`config.mk`:
```
export PLATFORM = sky130hd
export DESIGN_NAME = cfg_i2c_slave
export DESIGN_NICKNAME = d
export VERILOG_FILES = /design/src/rtl/cfg_i2c_pkg.sv /design/src/rtl/cfg_i2c_sampler.sv /design/src/rtl/cfg_i2c_regfile.sv /design/src/rtl/cfg_i2c_engine.sv /design/src/rtl/cfg_i2c_slave.sv
export SDC_FILE = /design/constraint.sdc
export NUM_CORES = 1
export LEC_CHECK = 0
export ABC_AREA = 1
export CORE_MARGIN = 4
export CORE_UTILIZATION = 62
export CTS_CLUSTER_SIZE = 14
export DETAILED_ROUTE_END_ITERATION = 7
export PLACE_DENSITY = 0.86
export SYNTH_ARGS = -nofsm -noshare
export SYNTH_HDL_FRONTEND = slang
export SYNTH_HIERARCHICAL = 1
export SYNTH_SLANG_ARGS = --single-unit
```
`constraint.sdc`:
```
create_clock -name clk -period 5.7 [get_ports clk]
set_input_delay 1.14 -clock clk [delete_from_list [all_inputs] [get_ports clk]]
set_output_delay 1.14 -clock clk [all_outputs]
set_load 0.1 [all_outputs]
```
`src/rtl/cfg_i2c_pkg.sv`:
```
package cfg_i2c_pkg;

   // protocol phase of the byte engine
   typedef enum logic [2:0] {
      BUS_IDLE,   // waiting for a start
      BUS_RECV,   // shifting in a byte from the master
      BUS_RACK,   // slave drives acknowledge
      BUS_SEND,   // shifting out a byte to the master
      BUS_SACK    // master drives acknowledge
   } bus_st_e;

   localparam int BYTE_W    = 8;
   // address, command code and byte count precede write data
   localparam int HDR_BYTES = 3;

endpackage

```
`src/rtl/cfg_i2c_sampler.sv`:
```
module cfg_i2c_sampler #(
   parameter int STAGES = 2
) (
   input  logic clk,
   input  logic rst_n,
   input  logic scl_i,
   input  logic sda_i,
   output logic scl_s,
   output logic sda_s,
   output logic scl_rise,
   output logic scl_fall,
   output logic start_evt,
   output logic stop_evt
);

   localparam int PIPE_W = 2 * STAGES;

   if (STAGES < 2) begin : g_bad_stages
      $error("cfg_i2c_sampler: STAGES must be at least 2");
   end

   logic [PIPE_W-1:0] pipe_q;
   logic              scl_p, sda_p;

   always_ff @(posedge clk or negedge rst_n) begin
      if (!rst_n) begin
         pipe_q <= '1;
         scl_p  <= 1'b1;
         sda_p  <= 1'b1;
      end else begin
         pipe_q <= {pipe_q[PIPE_W-3:0], scl_i, sda_i};
         scl_p  <= pipe_q[PIPE_W-1];
         sda_p  <= pipe_q[PIPE_W-2];
      end
   end

   assign scl_s     = pipe_q[PIPE_W-1];
   assign sda_s     = pipe_q[PIPE_W-2];
   assign scl_rise  =  scl_s & ~scl_p;
   assign scl_fall  = ~scl_s &  scl_p;
   assign start_evt =  scl_s &  scl_p &  sda_p & ~sda_s;
   assign stop_evt  =  scl_s &  scl_p & ~sda_p &  sda_s;

endmodule

```
`src/rtl/cfg_i2c_regfile.sv`:
```
module cfg_i2c_regfile #(
   parameter int                    NUM_REGS = 6,
   parameter logic [NUM_REGS*8-1:0] RST_VALS = '0
) (
   input  logic                  clk,
   input  logic                  rst_n,
   input  logic [NUM_REGS-1:0]   wr_en,
   input  logic [7:0]            wr_data,
   output logic [NUM_REGS*8-1:0] regs_o
);

   genvar g;
   generate
      for (g = 0; g < NUM_REGS; g++) begin : g_reg
         always_ff @(posedge clk or negedge rst_n) begin
            if (!rst_n)
               regs_o[g*8 +: 8] <= RST_VALS[g*8 +: 8];
            else if (wr_en[g])
               regs_o[g*8 +: 8] <= wr_data;
         end


         reg_hold_chk: assert property (@(posedge clk) disable iff (!rst_n)
            !wr_en[g] |=> $stable(regs_o[g*8 +: 8]))
            else $error("register %0d changed without a write", g);
      end
   endgenerate


   wr_onehot_chk: assert property (@(posedge clk) disable iff (!rst_n)
      $onehot0(wr_en))
      else $error("more than one register written at once");

endmodule

```
`src/rtl/cfg_i2c_engine.sv`:
```
module cfg_i2c_engine
   import cfg_i2c_pkg::*;
#(
   parameter int         NUM_REGS = 6,
   parameter logic [6:0] DEV_ADDR = 7'h69
) (
   input  logic                  clk,
   input  logic                  rst_n,
   input  logic                  scl_s,
   input  logic                  sda_s,
   input  logic                  scl_rise,
   input  logic                  scl_fall,
   input  logic                  start_evt,
   input  logic                  stop_evt,
   input  logic [NUM_REGS*8-1:0] rd_data,
   output logic                  sda_oe_o,
   output logic [NUM_REGS-1:0]   wr_en,
   output logic [7:0]            wr_data
);

   localparam int IDX_MAX = HDR_BYTES + NUM_REGS;
   localparam int IDX_W   = $clog2(IDX_MAX + 1);
   localparam int TXI_MAX = NUM_REGS + 1;
   localparam int TXI_W   = $clog2(TXI_MAX + 1);
   localparam logic [7:0] COUNT_BYTE = 8'(NUM_REGS);

   bus_st_e            state;
   logic [3:0]         bit_cnt;
   logic [IDX_W-1:0]   byte_idx;
   logic [TXI_W-1:0]   tx_idx;
   logic [7:0]         rx_sh, tx_sh;
   logic               is_read, m_nack;
   logic [NUM_REGS-1:0] data_hit;
   logic [7:0]         next_tx;

   // which register the current receive byte belongs to
   always_comb begin
      for (int i = 0; i < NUM_REGS; i++)
         data_hit[i] = (byte_idx == IDX_W'(HDR_BYTES + i));
   end

   // byte to send after the current one
   always_comb begin
      next_tx = 8'hFF;
      if (tx_idx == '0)
         next_tx = COUNT_BYTE;
      for (int i = 0; i < NUM_REGS; i++)
         if (tx_idx == TXI_W'(i + 1))
            next_tx = rd_data[i*8 +: 8];
   end

   always_ff @(posedge clk or negedge rst_n) begin
      if (!rst_n) begin
         state    <= BUS_IDLE;
         bit_cnt  <= '0;
         byte_idx <= '0;
         tx_idx   <= '0;
         rx_sh    <= '0;
         tx_sh    <= '0;
         is_read  <= 1'b0;
         m_nack   <= 1'b0;
         sda_oe_o <= 1'b0;
         wr_en    <= '0;
         wr_data  <= '0;
      end else begin
         wr_en <= '0;
         if (start_evt) begin
            state    <= BUS_RECV;
            bit_cnt  <= '0;
            byte_idx <= '0;
            is_read  <= 1'b0;
            sda_oe_o <= 1'b0;
         end else if (stop_evt) begin
            state    <= BUS_IDLE;
            sda_oe_o <= 1'b0;
         end else begin
            unique case (state)
               BUS_IDLE: sda_oe_o <= 1'b0;
               BUS_RECV: begin
                  if (scl_rise && bit_cnt != 4'd8) begin
                     rx_sh   <= {rx_sh[6:0], sda_s};
                     bit_cnt <= bit_cnt + 4'd1;
                  end else if (scl_fall && bit_cnt == 4'd8) begin
                     if (byte_idx == '0) begin
                        if (rx_sh[7:1] == DEV_ADDR) begin
                           is_read  <= rx_sh[0];
                           sda_oe_o <= 1'b1;
                           state    <= BUS_RACK;
                        end else begin
                           state <= BUS_IDLE;
                        end
                     end else begin
                        sda_oe_o <= 1'b1;
                        state    <= BUS_RACK;
                        wr_en    <= data_hit;
                        wr_data  <= rx_sh;
                     end
                  end
               end
               BUS_RACK: begin
                  if (scl_fall) begin
                     bit_cnt <= '0;
                     if (byte_idx != IDX_W'(IDX_MAX))
                        byte_idx <= byte_idx + 1'b1;
                     if (is_read) begin
                        state    <= BUS_SEND;
                        tx_sh    <= COUNT_BYTE;
                        tx_idx   <= TXI_W'(1);
                        sda_oe_o <= ~COUNT_BYTE[7];
                     end else begin
                        state    <= BUS_RECV;
                        sda_oe_o <= 1'b0;
                     end
                  end
               end
               BUS_SEND: begin
                  if (scl_fall) begin
                     if (bit_cnt == 4'd7) begin
                        state    <= BUS_SACK;
                        sda_oe_o <= 1'b0;
                     end else begin
                        tx_sh    <= {tx_sh[6:0], 1'b0};
                        sda_oe_o <= ~tx_sh[6];
                        bit_cnt  <= bit_cnt + 4'd1;
                     end
                  end
               end
               BUS_SACK: begin
                  if (scl_rise)
                     m_nack <= sda_s;
                  else if (scl_fall) begin
                     if (!m_nack) begin
                        state    <= BUS_SEND;
                        tx_sh    <= next_tx;
                        sda_oe_o <= ~next_tx[7];
                        bit_cnt  <= '0;
                        if (tx_idx != TXI_W'(TXI_MAX))
                           tx_idx <= tx_idx + 1'b1;
                     end else begin
                        state    <= BUS_IDLE;
                        sda_oe_o <= 1'b0;
                     end
                  end
               end
               default: state <= BUS_IDLE;
            endcase
         end
      end
   end


   sda_rise_chk: assert property (@(posedge clk) disable iff (!rst_n)
      $rose(sda_oe_o) |-> !$past(scl_s))
      else $error("data line pulled while clock high");


   stop_release_chk: assert property (@(posedge clk) disable iff (!rst_n)
      stop_evt |=> !sda_oe_o)
      else $error("data line still pulled after stop");


   nack_release_chk: assert property (@(posedge clk) disable iff (!rst_n)
      (state == BUS_SACK && scl_fall && m_nack && !start_evt && !stop_evt) |=> !sda_oe_o)
      else $error("data line pulled after master nack");


   bit_cnt_chk: assert property (@(posedge clk) disable iff (!rst_n)
      bit_cnt <= 4'd8)
      else $error("bit counter out of range");

endmodule

```
`src/rtl/cfg_i2c_slave.sv`:
```
module cfg_i2c_slave #(
   parameter int                    NUM_REGS    = 6,
   parameter logic [6:0]            DEV_ADDR    = 7'h69,
   parameter int                    SYNC_STAGES = 2,
   parameter logic [NUM_REGS*8-1:0] RST_VALS    = 48'hFF_F5_3F_FF_3F_00
) (
   input  logic                  clk,
   input  logic                  rst_n,
   input  logic                  scl_i,
   input  logic                  sda_i,
   output logic                  sda_oe_o,
   output logic [NUM_REGS*8-1:0] cfg_o
);

   if (NUM_REGS < 1 || NUM_REGS > 250) begin : g_bad_regs
      $error("cfg_i2c_slave: NUM_REGS must be 1..250");
   end

   logic scl_s, sda_s, scl_rise, scl_fall, start_evt, stop_evt;
   logic [NUM_REGS-1:0] wr_en;
   logic [7:0]          wr_data;

   cfg_i2c_sampler #(.STAGES(SYNC_STAGES)) sampler_i (
      .clk       (clk),
      .rst_n     (rst_n),
      .scl_i     (scl_i),
      .sda_i     (sda_i),
      .scl_s     (scl_s),
      .sda_s     (sda_s),
      .scl_rise  (scl_rise),
      .scl_fall  (scl_fall),
      .start_evt (start_evt),
      .stop_evt  (stop_evt)
   );

   cfg_i2c_engine #(.NUM_REGS(NUM_REGS), .DEV_ADDR(DEV_ADDR)) engine_i (
      .clk       (clk),
      .rst_n     (rst_n),
      .scl_s     (scl_s),
      .sda_s     (sda_s),
      .scl_rise  (scl_rise),
      .scl_fall  (scl_fall),
      .start_evt (start_evt),
      .stop_evt  (stop_evt),
      .rd_data   (cfg_o),
      .sda_oe_o  (sda_oe_o),
      .wr_en     (wr_en),
      .wr_data   (wr_data)
   );

   cfg_i2c_regfile #(.NUM_REGS(NUM_REGS), .RST_VALS(RST_VALS)) regfile_i (
      .clk     (clk),
      .rst_n   (rst_n),
      .wr_en   (wr_en),
      .wr_data (wr_data),
      .regs_o  (cfg_o)
   );

endmodule

```
==> results of run 1 <==
[path summary, 6_finish.rpt]
check                                      from                   to  slack [ns]  cells past startpoint
max in group asynchronous                 rst_n    engine_i/sda_oe_o        3.85                      2
min in group asynchronous                 rst_n  regfile_i/regs_o[3]        0.76                      1
hold / removal              sampler_i/pipe_q[1]  sampler_i/pipe_q[3]        0.36                      0
setup reg to reg             engine_i/tx_idx[2]    engine_i/tx_sh[3]        3.46                     11
hold reg to reg             sampler_i/pipe_q[1]  sampler_i/pipe_q[3]        0.36                      0
setup / recovery           regfile_i/regs_o[42]            cfg_o[42]        2.49                      1
[state kept, by name (all words and copies together), names as in the netlist, 3 cells and up]
signal             count
sampler_i/pipe_q       4
engine_i/bit_cnt       4
regfile_i/regs_o      48
engine_i/wr_data       8
engine_i/rx_sh         8
engine_i/byte_idx      4
engine_i/tx_sh         7
engine_i/state         3
engine_i/wr_en         6
engine_i/tx_idx        3
[where the power goes]
group	internal [mW]	switching [mW]
Combinational	0.0222	0.0492
Sequential	0.726	0.0134
Clock	0.171	0.265
[metal layers]
layer	vias to the layer above	wire length [um]
li1	2221	-
met1	2178	5230
met2	227	6020
met4	0	412
met3	37	1010
met5	-	0
[metrics by stage]
stage                     area [um^2]  utilization [%]  setup WS (ns)
after global placement           5850             70.8           2.90
after detailed placement         5850             70.8           2.88
final                            6040             73.2           2.49
after CTS                        6040             73.2           2.46
after global routing             6040             73.2           2.44
after floorplan                  5310                -           3.65
[cells in the final DEF (no fill, tap or decap), types with 2 or more instances in the layout]
cell type and instances:
nand2_1 288, nor2_1 77, inv_1 63, dfrtp_1 60, clkdlybuf4s50_1 51, dfstp_2 40
nand3_1 28, o21ai_0 13, ha_1 12, inv_2 11, o21ai_2 10, clkbuf_8 9
o21ai_1 9, nor3_1 8, a21oi_2 8, nand2_2 7, nor2_2 5, nor2_4 5
nor3b_1 4, nand4_1 3, nand2_4 3, a21oi_1 3, inv_6 2, inv_8 2
nand3_2 2, clkinv_1 2, a211oi_1 2, o211ai_1 2, buf_4 2
[area by class of cell]
class | count | share of cell area (%)
flip-flops and latches | 100 | 42.2
multi-input cells | 498 | 38.9
repair buffers | 53 | 8.70
inverters | 77 | 4.83
well taps | 105 | 2.17
clock buffers | 9 | 2.05
clock inverters | 7 | 1.14
[cells by family (layout without fill, tap and decap cells)]
kind of cell               Yosys count  in the layout  share of synthesized area, %
and+or+nand+nor                    435            435                          34.9
xor gates and xnor gates             1              1                         0.165
buffers and inverters               90            146                          7.64
DFF                                100            100                          48.1
adders and majority gates           12             12                          2.83
AOI/OAI and AO/OA                   50             50                          6.32
==> impl_metrics.tcl, run 1 <==
set metrics [dict create \
    run_status "complete, no violations" \
    register_area_um2 2550 \
    vias 4663 \
    finClkSkew_ns 0.0170 \
    clock-root-buffer "clkbuf_8" \
    path_class "flip-flop to output port" \
    grt_usage_pct 26.0 \
    clkSinkCount 100 \
    ys_seq_area_share_pct 48.1 \
    crit_slowest_cell "clkdlybuf4s50_1" \
    synth_area_um2 5310 \
    via_per_inst 5.49 \
    path_buf_inv 1 \
    met3_usage_pct 4.22 \
    cts_tree "done" \
    relSlewSlack_pct 32.5 \
    first_global_vias 4235 \
    core_um2 8260 \
    globalplace.congestion 1.03 \
    start_kind "flip-flop" \
    cts-resized-gates 0 \
    syn_avg_cell_area_um2 7.71 \
    drc 0 \
    cts_max_level 3 \
    multi_input_area_um2 2350 \
    routed_wl_um 12700 \
    fill_cells 630 \
    holdBufCountCts 0 \
    finalSetupViolCount 0 \
    synth_top_area_share_pct 28.3 \
    die-area_um2 10100 \
    use_met2_pct 42.7 \
    async_flop_share_pct 100 \
    finalHoldViolCount 0 \
    drive_gt1_share_pct 15.2 \
    port_buffers 52 \
    ys_top_cells_by_area "dfrtp_1, nand2_1, dfstp_2" \
    synthCells 688 \
    min_path_type "flip-flop to flip-flop" \
    stdcell_count 849 \
    grt_overflow 0 \
    period_minus_slack_ns 3.21 \
    power_density_nw_per_um2 206 \
    fin_crit_sh_pct 56.3 \
    arrival_ns 2.07 \
    cap_violations 0 \
    rsz0062_at_grt "false" \
    die_w_um 101 \
    cts_inserted_buffers 9 \
    cts_setup_buffers 0 \
    met1_usage_pct 35.0 \
    max_freq_ghz 0.311 \
    clk_latency_ns 0.36 \
    first_pass_iters 5 \
    start_util_pct 64.3 \
    worst_pin_slew_ns 1.01 \
    grt_max_degree 53 \
    synth_area_leader_cell "dfrtp_1" \
    fin_nets 755 \
    grt-busiest-layer "met2" \
    clk_pin_slew_ns 0.11 \
    synth_nets 704 \
    final_max_slew_viol_count 0 \
    cp.required_ns 4.56 \
    path_delay_family "buffers and inverters" \
    crit_fanout 3 \
    diodes 0 \
    synth_enable_flop_cells 0 \
    crit_path_end_kind "output port" \
    yosysMostFrequentCell "nand2_1" \
    synth-seq-cells 100 \
    synthTopCellsByCount "nand2_1, nor2_1, inv_1" \
    clockBufferDepth 2 \
    worst_hold_slack_ns 0.363 \
    p_leak_nw 2.98 \
    placed_cells_incl_taps 833 \
    syn2layout_area_growth_pct 13.9 \
    synth_top_flop_cell "dfrtp_1" \
    num_rows 33 \
    ir_worst_vdd_mv 0.155 \
    io_pins 53 \
    hpwl_um 9520 \
    path_cells "clkdlybuf4s50_1" \
    grt_pass1_wl_um 20800 \
    setup_tns_ns 0 \
    die_h_um 101 \
    finalPower_mw 1.25 \
    antenna_found_initial 0 \
    wl_per_cell_um 14.9 \
    ant_nets 0 \
    dr.first_iter.drc_count 330 \
    slowest_delay_ns 1.13 \
    synth_warnings 6 \
    synth_cell_type_count 37 \
]
No activity file was read; power rests on OpenSTA's default activity.
==> run 2: changes to the inputs <==
--- a/config.mk
+++ b/config.mk
@@ -7,10 +7,10 @@
 export LEC_CHECK = 0
 export ABC_AREA = 1
 export CORE_MARGIN = 4
-export CORE_UTILIZATION = 62
+export CORE_UTILIZATION = 57
 export CTS_CLUSTER_SIZE = 14
 export DETAILED_ROUTE_END_ITERATION = 7
-export PLACE_DENSITY = 0.86
+export PLACE_DENSITY = 0.8
 export SYNTH_ARGS = -nofsm -noshare
 export SYNTH_HDL_FRONTEND = slang
 export SYNTH_HIERARCHICAL = 1
==> constraint.sdc (replaced) <==
create_clock -name clk -period 3.1 [get_ports clk]
set_input_delay 0.62 -clock clk [delete_from_list [all_inputs] [get_ports clk]]
set_output_delay 0.62 -clock clk [all_outputs]
set_load 0.1 [all_outputs]
==> impl_metrics.tcl, run 2 (synthesis results as in run 1) <==
set metrics [dict create \
    hpwl_um 9480 \
    fin_nets 755 \
    max_freq_ghz 0.471 \
    crit_fanout 14 \
    clk_latency_ns 0.38 \
    start_kind "flip-flop" \
    drc 0 \
    finalSetupViolCount 0 \
    cp_common_cell "nand2_1" \
    finalHoldViolCount 0 \
    die_w_um 104 \
    wl_per_cell_um 14.9 \
    grt_pass1_wl_um 21500 \
    fin_area_um2 5960 \
    dr.first_iter.drc_count 227 \
    register_area_um2 2550 \
    antenna_found_initial 0 \
    fill_cells 745 \
    crit_slowest_cell "dfrtp_1" \
    io_pins 53 \
    core_um2 8890 \
    clock-root-buffer "clkbuf_8" \
    worst_hold_slack_ns 0.220 \
    ir_worst_vdd_mv 0.281 \
    worst_pin_slew_ns 0.600 \
    clkSinkCount 100 \
    power_density_nw_per_um2 402 \
    setup_tns_ns 0 \
    globalplace.congestion 0.872 \
    clockBufferDepth 2 \
    drive_gt1_share_pct 21.8 \
    fin_crit_sh_pct 68.5 \
    grt_max_degree 56 \
    dpl_cell_area_um2 5740 \
    cts_setup_buffers 0 \
    holdBufCountCts 0 \
    path_class "flip-flop to flip-flop" \
    num_rows 34 \
    clk_pin_slew_ns 0.12 \
    syn2layout_area_growth_pct 12.3 \
    die-area_um2 10900 \
    arrival_ns 2.43 \
    cts-resized-gates 0 \
    p_leak_nw 3.10 \
    cap_violations 0 \
    reg_top3 "regfile_i/regs_o x48, engine_i/rx_sh x8, engine_i/wr_data x8" \
    run_status "complete, no violations" \
    crit_path_end_kind "flip-flop" \
    final_max_slew_viol_count 0 \
    first_global_vias 4427 \
    start_util_pct 59.7 \
    port_buffers 52 \
    vias 4544 \
    diodes 0 \
    min_path_type "input port to async pin" \
    period_minus_slack_ns 2.13 \
    slowest_delay_ns 0.50 \
    relSlewSlack_pct 60.0 \
    cp.required_ns 3.41 \
    final_cell_mix "nand2_1, nor2_1, inv_1" \
    rsz0062_at_grt "false" \
    cts_inserted_buffers 9 \
    path_cells "inv_1 -> ha_1 -> inv_1 -> nor2_1 -> nor2_1 -> nand2_1 -> nand2_1 -> nand2_1 -> nand2_1 -> nand2_1 -> a21oi_2" \
    ant_nets 0 \
    largest_reg_flops 48 \
    final_common_cell "nand2_1" \
    multi_input_area_um2 2350 \
    largest-register "regfile_i/regs_o" \
    via_per_inst 5.33 \
    grt_usage_pct 24.2 \
    grt_overflow 0 \
    cts_max_level 3 \
    die_h_um 104 \
    first_pass_iters 6 \
    finClkSkew_ns 0.0255 \
    cts_tree "done" \
    routed_wl_um 12700 \
]
[run 2: cell count changes in the layout (fill, tap and decap cells not counted), sizes merged]
cell / delta
clkbuf: +2
inv: -2
buf: +49
bufinv: +1
clkinvlp: -1
clkdlybuf4s50: -49
[run 2: path summary, 6_finish.rpt]
| path | from | end | slack (ns) | cells past startpoint |
|---|---|---|---|---|
| max in group asynchronous | rst_n | sampler_i/pipe_q[1] | 2.11 | 2 |
| worst min-delay path | rst_n | regfile_i/regs_o[5] | 0.22 | 1 |
| min in group clk | sampler_i/pipe_q[0] | sampler_i/pipe_q[2] | 0.36 | 0 |
| worst max register to register | engine_i/tx_idx[2] | engine_i/tx_sh[3] | 0.97 | 11 |
| worst max-delay path | engine_i/tx_idx[2] | engine_i/tx_sh[3] | 0.97 | 11 |
| worst min register to register | sampler_i/pipe_q[0] | sampler_i/pipe_q[2] | 0.36 | 0 |
[run 2: critical path, delay by kind of cell, from the launching register on]
kind | cells | cell delay [ns]
buffers and inverters | 2 | 0.59
AND/OR/NAND/NOR | 7 | 0.56
flip-flops | 1 | 0.50
adder cells (fa/ha/maj) | 1 | 0.30
AO/OA/AOI/OAI | 1 | 0.12
[run 2: stage by stage]
step,utilization [%],total power [mW],worst slack (ns),instances
2_1_floorplan,-,1.46,1.25,688
3_3_place_gp,64.6,1.51,1.02,836
3_5_place_dp,64.6,1.52,1.02,836
4_1_cts,67.0,2.41,1.02,852
5_1_grt,67.0,2.50,0.780,852
6_report,67.0,2.39,0.975,852
[run 2: layer usage]
layer / up-vias / share of wire (%) / track usage, %
met5: - / 0 / 0
met4: 0 / 1.7 / 7.22
met3: 26 / 7.1 / 4.47
met2: 171 / 49 / 40.7
met1: 2128 / 43 / 31.8
li1: 2219 / - / -
[run 2: report_power, final]
part / switching (mW) / internal, mW
clock: 0.473 / 0.426
combinational: 0.0926 / 0.0427
sequential: 0.0251 / 1.34
total: 0.591 / 1.80
[run 2: cell type report]
type                    instances  area share [%]
well taps                     108            2.27
flip-flops and latches        100            42.8
multi-input cells             498            39.4
clock inverters                 5            1.09
inverters                      77            4.89
repair buffers                 53            6.97
clock buffers                  11            2.54
